[config.mk]
export PLATFORM = sky130hd
export DESIGN_NAME = pin_change_irq
export DESIGN_NICKNAME = d
export VERILOG_FILES = /design/src/rtl/pcirq_pkg.sv /design/src/rtl/pcirq_sync.sv /design/src/rtl/pcirq_port_cmp.sv /design/src/rtl/pin_change_irq.sv
export SDC_FILE = /design/constraint.sdc
export NUM_CORES = 1
export LEC_CHECK = 0
export ABC_CLOCK_PERIOD_IN_PS = 1460
export BUFFER_PORTS_ARGS = -buffer_cell sky130_fd_sc_hd__buf_4
export CAP_MARGIN = 20
export CELL_PAD_IN_SITES_DETAIL_PLACEMENT = 1
export CELL_PAD_IN_SITES_GLOBAL_PLACEMENT = 1
export CORE_ASPECT_RATIO = 1.4
export CORE_UTILIZATION = 35
export CTS_CLUSTER_DIAMETER = 40
export DETAILED_ROUTE_END_ITERATION = 6
export PLACE_DENSITY_LB_ADDON = 0.12
export SETUP_SLACK_MARGIN = 0.5
export SLEW_MARGIN = 10
export SYNTH_ARGS = -nofsm -noshare
export SYNTH_HDL_FRONTEND = slang
export SYNTH_SLANG_ARGS = --single-unit
[constraint.sdc]
create_clock -name clk -period 1.46 [get_ports clk]
set_clock_uncertainty 0.2 [all_clocks]
set_input_delay 0.146 -clock clk [delete_from_list [all_inputs] [get_ports clk]]
set_output_delay 0.146 -clock clk [all_outputs]
set_load 0.02 [all_outputs]
[src/rtl/pcirq_pkg.sv]
package pcirq_pkg;
   localparam int unsigned DEF_PORT_W   = 8;
   localparam int unsigned DEF_PORTS    = 2;
   localparam int unsigned DEF_SYNC     = 2;
   localparam int unsigned MIN_SYNC     = 2;

   // per-pin direction encoding
   typedef enum logic {
      DIR_OUT = 1'b0,
      DIR_IN  = 1'b1
   } pin_dir_e;
endpackage

[src/rtl/pcirq_sync.sv]
module pcirq_sync #(
   parameter int unsigned WIDTH  = 8,
   parameter int unsigned STAGES = 2,
   parameter logic        RST_LVL = 1'b1
) (
   input  logic             clk,
   input  logic             rst_n,
   input  logic [WIDTH-1:0] d_i,
   output logic [WIDTH-1:0] q_o
);
   logic [WIDTH-1:0] stg [STAGES];

   generate
      for (genvar s = 0; s < STAGES; s++) begin : g_stage
         if (s == 0) begin : g_first
            always_ff @(posedge clk or negedge rst_n) begin
               if (!rst_n) stg[0] <= {WIDTH{RST_LVL}};
               else        stg[0] <= d_i;
            end
         end else begin : g_next
            always_ff @(posedge clk or negedge rst_n) begin
               if (!rst_n) stg[s] <= {WIDTH{RST_LVL}};
               else        stg[s] <= stg[s-1];
            end
         end
      end
   endgenerate

   assign q_o = stg[STAGES-1];
endmodule

[src/rtl/pcirq_port_cmp.sv]
module pcirq_port_cmp
   import pcirq_pkg::*;
#(
   parameter int unsigned WIDTH = 8
) (
   input  logic             clk,
   input  logic             rst_n,
   input  logic [WIDTH-1:0] pin_s_i,
   input  logic [WIDTH-1:0] snap_i,
   input  logic [WIDTH-1:0] dir_i,
   input  logic             rd_i,
   output logic             pend_d_o,
   output logic             pend_q_o
);
   logic [WIDTH-1:0] live_mask;
   logic [WIDTH-1:0] diff;

   generate
      for (genvar b = 0; b < WIDTH; b++) begin : g_bit
         assign live_mask[b] = (pin_dir_e'(dir_i[b]) == DIR_IN);
      end
   endgenerate

   assign diff     = (pin_s_i ^ snap_i) & live_mask;
   assign pend_d_o = rd_i ? 1'b0 : (|diff);

   always_ff @(posedge clk or negedge rst_n) begin
      if (!rst_n) pend_q_o <= 1'b0;
      else        pend_q_o <= pend_d_o;
   end

   // a read strobe empties this port's share at that edge
   p_read_clears_r4: assert property (@(posedge clk) disable iff (!rst_n)
      rd_i |=> !pend_q_o);

   // a port with every pin as output never holds a pending flag
   p_outputs_silent_r6: assert property (@(posedge clk) disable iff (!rst_n)
      (dir_i == '0) |=> !pend_q_o);

   // an unread input mismatch becomes pending at the next edge
   p_mismatch_pends_r2: assert property (@(posedge clk) disable iff (!rst_n)
      (!rd_i && ((pin_s_i & dir_i) != (snap_i & dir_i))) |=> pend_q_o);
endmodule

[src/rtl/pin_change_irq.sv]
module pin_change_irq
   import pcirq_pkg::*;
#(
   parameter int unsigned PORT_W      = DEF_PORT_W,
   parameter int unsigned NUM_PORTS   = DEF_PORTS,
   parameter int unsigned SYNC_STAGES = DEF_SYNC,
   localparam int unsigned TOT_W      = PORT_W * NUM_PORTS
) (
   input  logic                 clk,
   input  logic                 rst_n,
   input  logic [TOT_W-1:0]     pin_i,
   input  logic [TOT_W-1:0]     dir_in_i,
   input  logic [TOT_W-1:0]     snap_i,
   input  logic [NUM_PORTS-1:0] rd_stb_i,
   output logic                 irq_pull_o
);
   generate
      if (SYNC_STAGES < MIN_SYNC) begin : g_bad_sync
         $error("pin_change_irq: SYNC_STAGES must be at least %0d", MIN_SYNC);
      end
      if (PORT_W == 0 || NUM_PORTS == 0) begin : g_bad_shape
         $error("pin_change_irq: PORT_W and NUM_PORTS must be nonzero");
      end
   endgenerate

   logic [TOT_W-1:0]     pin_s;
   logic [NUM_PORTS-1:0] pend_d;
   logic [NUM_PORTS-1:0] pend_q;
   logic                 irq_q;

   pcirq_sync #(
      .WIDTH   (TOT_W),
      .STAGES  (SYNC_STAGES),
      .RST_LVL (1'b1)
   ) u_sync (
      .clk   (clk),
      .rst_n (rst_n),
      .d_i   (pin_i),
      .q_o   (pin_s)
   );

   generate
      for (genvar p = 0; p < NUM_PORTS; p++) begin : g_port
         pcirq_port_cmp #(
            .WIDTH (PORT_W)
         ) u_cmp (
            .clk      (clk),
            .rst_n    (rst_n),
            .pin_s_i  (pin_s[p*PORT_W +: PORT_W]),
            .snap_i   (snap_i[p*PORT_W +: PORT_W]),
            .dir_i    (dir_in_i[p*PORT_W +: PORT_W]),
            .rd_i     (rd_stb_i[p]),
            .pend_d_o (pend_d[p]),
            .pend_q_o (pend_q[p])
         );
      end
   endgenerate

   // registered so the line never sees a combinational glitch
   always_ff @(posedge clk or negedge rst_n) begin
      if (!rst_n) irq_q <= 1'b0;
      else        irq_q <= |pend_d;
   end

   assign irq_pull_o = irq_q;

   // the line is pulled exactly while some port holds a pending flag
   p_line_tracks_pend_r8: assert property (@(posedge clk) disable iff (!rst_n)
      irq_pull_o == (|pend_q));

   // a read of only some ports keeps the line pulled if an unread port was pending and still differs
   p_other_port_kept_r5: assert property (@(posedge clk) disable iff (!rst_n)
      ((pend_q & ~rd_stb_i & pend_d) != '0) |=> irq_pull_o);
endmodule

==> flow_summary_export.csv <==
group,metric,value,unit
status,outcome,"finished with violations",
status,violations,"negative hold slack",
critical_path,worstReg2RegStart,"u_sync.q_o[12]",
worst_hold_path,holdCritStartpoint,"rd_stb_i[0]",
drt,drt-initial-drc-count,9,
floorplan,io_pins,53,
floorplan,rows,23,
cells_and_area,final_nets,188,
critical_path,reg2reg_to,"irq_pull_o",
synth,netlist_area,1090,um2
sta,tightest_slew,0.396,ns
cts,htreeDepth,2,
global_routing,grt_pass1_vias,834,
cells_and_area,postLayoutCellArea,1830,um2
sta,finalMaxSlewViolations,0,
cts,clk_latency,0.28,ns
drt,drt-pass1-iter-count,3,
floorplan,start_util,0.375,
power,ir_drop,0.000859,V
critical_path,crit_chain,"xor2_1, a22oi_1, a41o_1, nand2_1",
critical_path,cp_data_arrival_time,1.41,ns
sta,period_needed,1.39,ns
global_routing,grt_max_degree,34,
critical_path,worstPathRequired,1.48,ns
critical_path,crit_fanout,1,
power,p_leak,0.833,nW
drt,routed_wl,2450,um
floorplan,dieHeight,68.0,um
cells_and_area,drive_gt1_frac,0.686,
sta,setup_viol,0,
critical_path,crit_family,"flip-flops",
cts,path_clk_slew,0.06,ns
place,dpl_cell_area,1530,um2
cts,cts_buffers,5,
sta,min_period_over_period,0.949,
synth,ys_ff_latch,33,
synth,synth.yosys.seq_area_share,0.794,
place,dp_hpwl,1690,um
critical_path,worstRegToRegCells,4,
power,power.density,1160,nW/um2
critical_path,slowest_stage,"dfstp_2",
floorplan,dieArea,3340,um2
drt,drtAntennaViolNets,0,
floorplan,core-area,2910,um2
worst_hold_path,whs_endpoint,"irq_pull_o",
floorplan,chipWidth,49.2,um
drt,vias,775,
cells_and_area,fin_util,0.631,
drt,via_per_inst,4.45,
synth,syn_inst,60,
global_routing,grt_use_total,0.167,
critical_path,end_kind,"flip-flop",
place,numPortBuffers,52,
worst_hold_path,min_path_cells,3,
global_routing,grt_overflow,0,
place,gp_congestion,0.652,
critical_path,worst_setup_path_start_kind,"flip-flop",
sta,hold_ws,-0.0841,ns
sta,hold_violations,1,
critical_path,rrSetupSlack,0.07,ns
cts,cts_setup_buffers,0,
sta,rsz0062_at_grt,"true",
sta,fmax,722,MHz
critical_path,cp_slowest_stage_delay,0.53,ns
drt,post-route-drc-count,0,
critical_path,crit_type,"flip-flop to flip-flop",
cts,cts_tree,"done",
synth,synth.distinct_cells,6,
place,dp_cells,149,
synth,synth.avg_cell_area,18.2,um2
synth,synth_nets,112,
cells_and_area,multi_input_area,236,um2
drt,wire_per_inst,14.1,um
cts,clk_path_buf_depth,2,
cells_and_area,synthToLayoutAreaGrowth,68.2,%
sta,setup-tns-final,0,ns
global_routing,grt_antenna_before_repair,0,
synth,yosys_warnings,0,
cts,cts_hold_buf,17,
cts,cts.sinks,33,
cts,cts-root-buf,"clkbuf_8",
global_routing,grt_pass1_wl,3790,um
cells_and_area,fill_cells,288,
worst_hold_path,min_path_type,"input port to flip-flop",
cells_and_area,antenna_cells,0,
cells_and_area,seqCellArea,866,um2
critical_path,critical_path_buf_inv_count,0,
job,max-cap-violations,0,
sta,timing.slew.headroom,0.736,
cells_and_area,final_cells,174,
[routing by layer]
metal / global-route usage / vias up / share of wire
met5: 0 / - / 0
met4: 0.121 / 0 / 0.026
met3: 0.0556 / 6 / 0.066
met2: 0.315 / 32 / 0.59
met1: 0.147 / 385 / 0.32
li1: - / 352 / -
[flip-flops by register name (all words and copies together) (netlist names)]
signal      cells
irq_pull_o      1
u_sync.q_o     16
u_sync.stg     16
[through the flow]
step           worst slack, ns  power (W)
5_1_grt                0.00908    0.00222
4_1_cts                 0.0465    0.00216
3_5_place_dp            0.0687    0.00122
3_3_place_gp            0.0930    0.00121
6_report                0.0744    0.00213
2_1_floorplan            0.203    0.00108
[cell usage in the layout (no fill, tap or decap)]
cell type,count
buf_6,1
xor2_1,15
bufinv_16,1
xor2_2,1
buf_4,51
dfrtp_1,1
a22oi_1,7
clkinvlp_4,1
dfstp_2,32
a41o_1,2
a22oi_2,1
clkbuf_8,6
dlygate4sd3_1,17
nand2_1,1
[how the worst max path moves through the flow]
| stage | depth (start not counted) | to | slack (ns) | from |
|---|---|---|---|---|
| final | 4 | irq_pull_o | 0.07 | u_sync.q_o[12] |
| after global routing | 4 | irq_pull_o | 0.009 | u_sync.q_o[14] |
| after CTS | 4 | irq_pull_o | 0.05 | u_sync.q_o[14] |
| after detailed placement | 4 | irq_pull_o | 0.07 | u_sync.q_o[15] |
| after global placement | 4 | irq_pull_o | 0.09 | u_sync.q_o[15] |
| after floorplan | 4 | irq_pull_o | 0.20 | u_sync.q_o[6] |
[repair_timing]
action,in CTS,in global routing
pin swaps,3,3
endpoints found under the setup margin,2,2
gates cloned,0,0
endpoints found under the hold margin,50,1
gates resized for setup,1,2
[synthesized netlist by cell type]
library cell	number	area, um2
a22oi_1	8	60.1
a41o_1	2	20.0
dfrtp_1	1	25.0
dfstp_2	32	841
nand2_1	1	3.75
xor2_1	16	140
[power by group]
group	leakage (nW)	switching [W]	internal, W
combinational	0.428	0.0000803	0.000155
sequential	0.347	0.0000185	0.000998
clock	0.0574	0.000320	0.000554
[kinds of logic (layout without fill, tap and decap cells)]
logic type,count (synthesis),in the layout,synth area share
AOI/OAI and AO/OA,10,10,0.0735
xor gates and xnor gates,16,16,0.129
buffers and inverters,0,77,0
DFF,33,33,0.794
and+or+nand+nor,1,1,0.00344
[area by class of cell]
cell class / instances / area share
sequential: 33 / 0.472
clock buffer: 6 / 0.0451
clock inverter: 2 / 0.0205
multi-input combinational: 27 / 0.129
tap: 37 / 0.0253
timing repair buffer: 69 / 0.308
[worst min-delay path: stages]
cell and delay (ns):
buf_4 0.08, a41o_1 0.08, nand2_1 0.05
No activity file was read; power rests on OpenSTA's default activity.
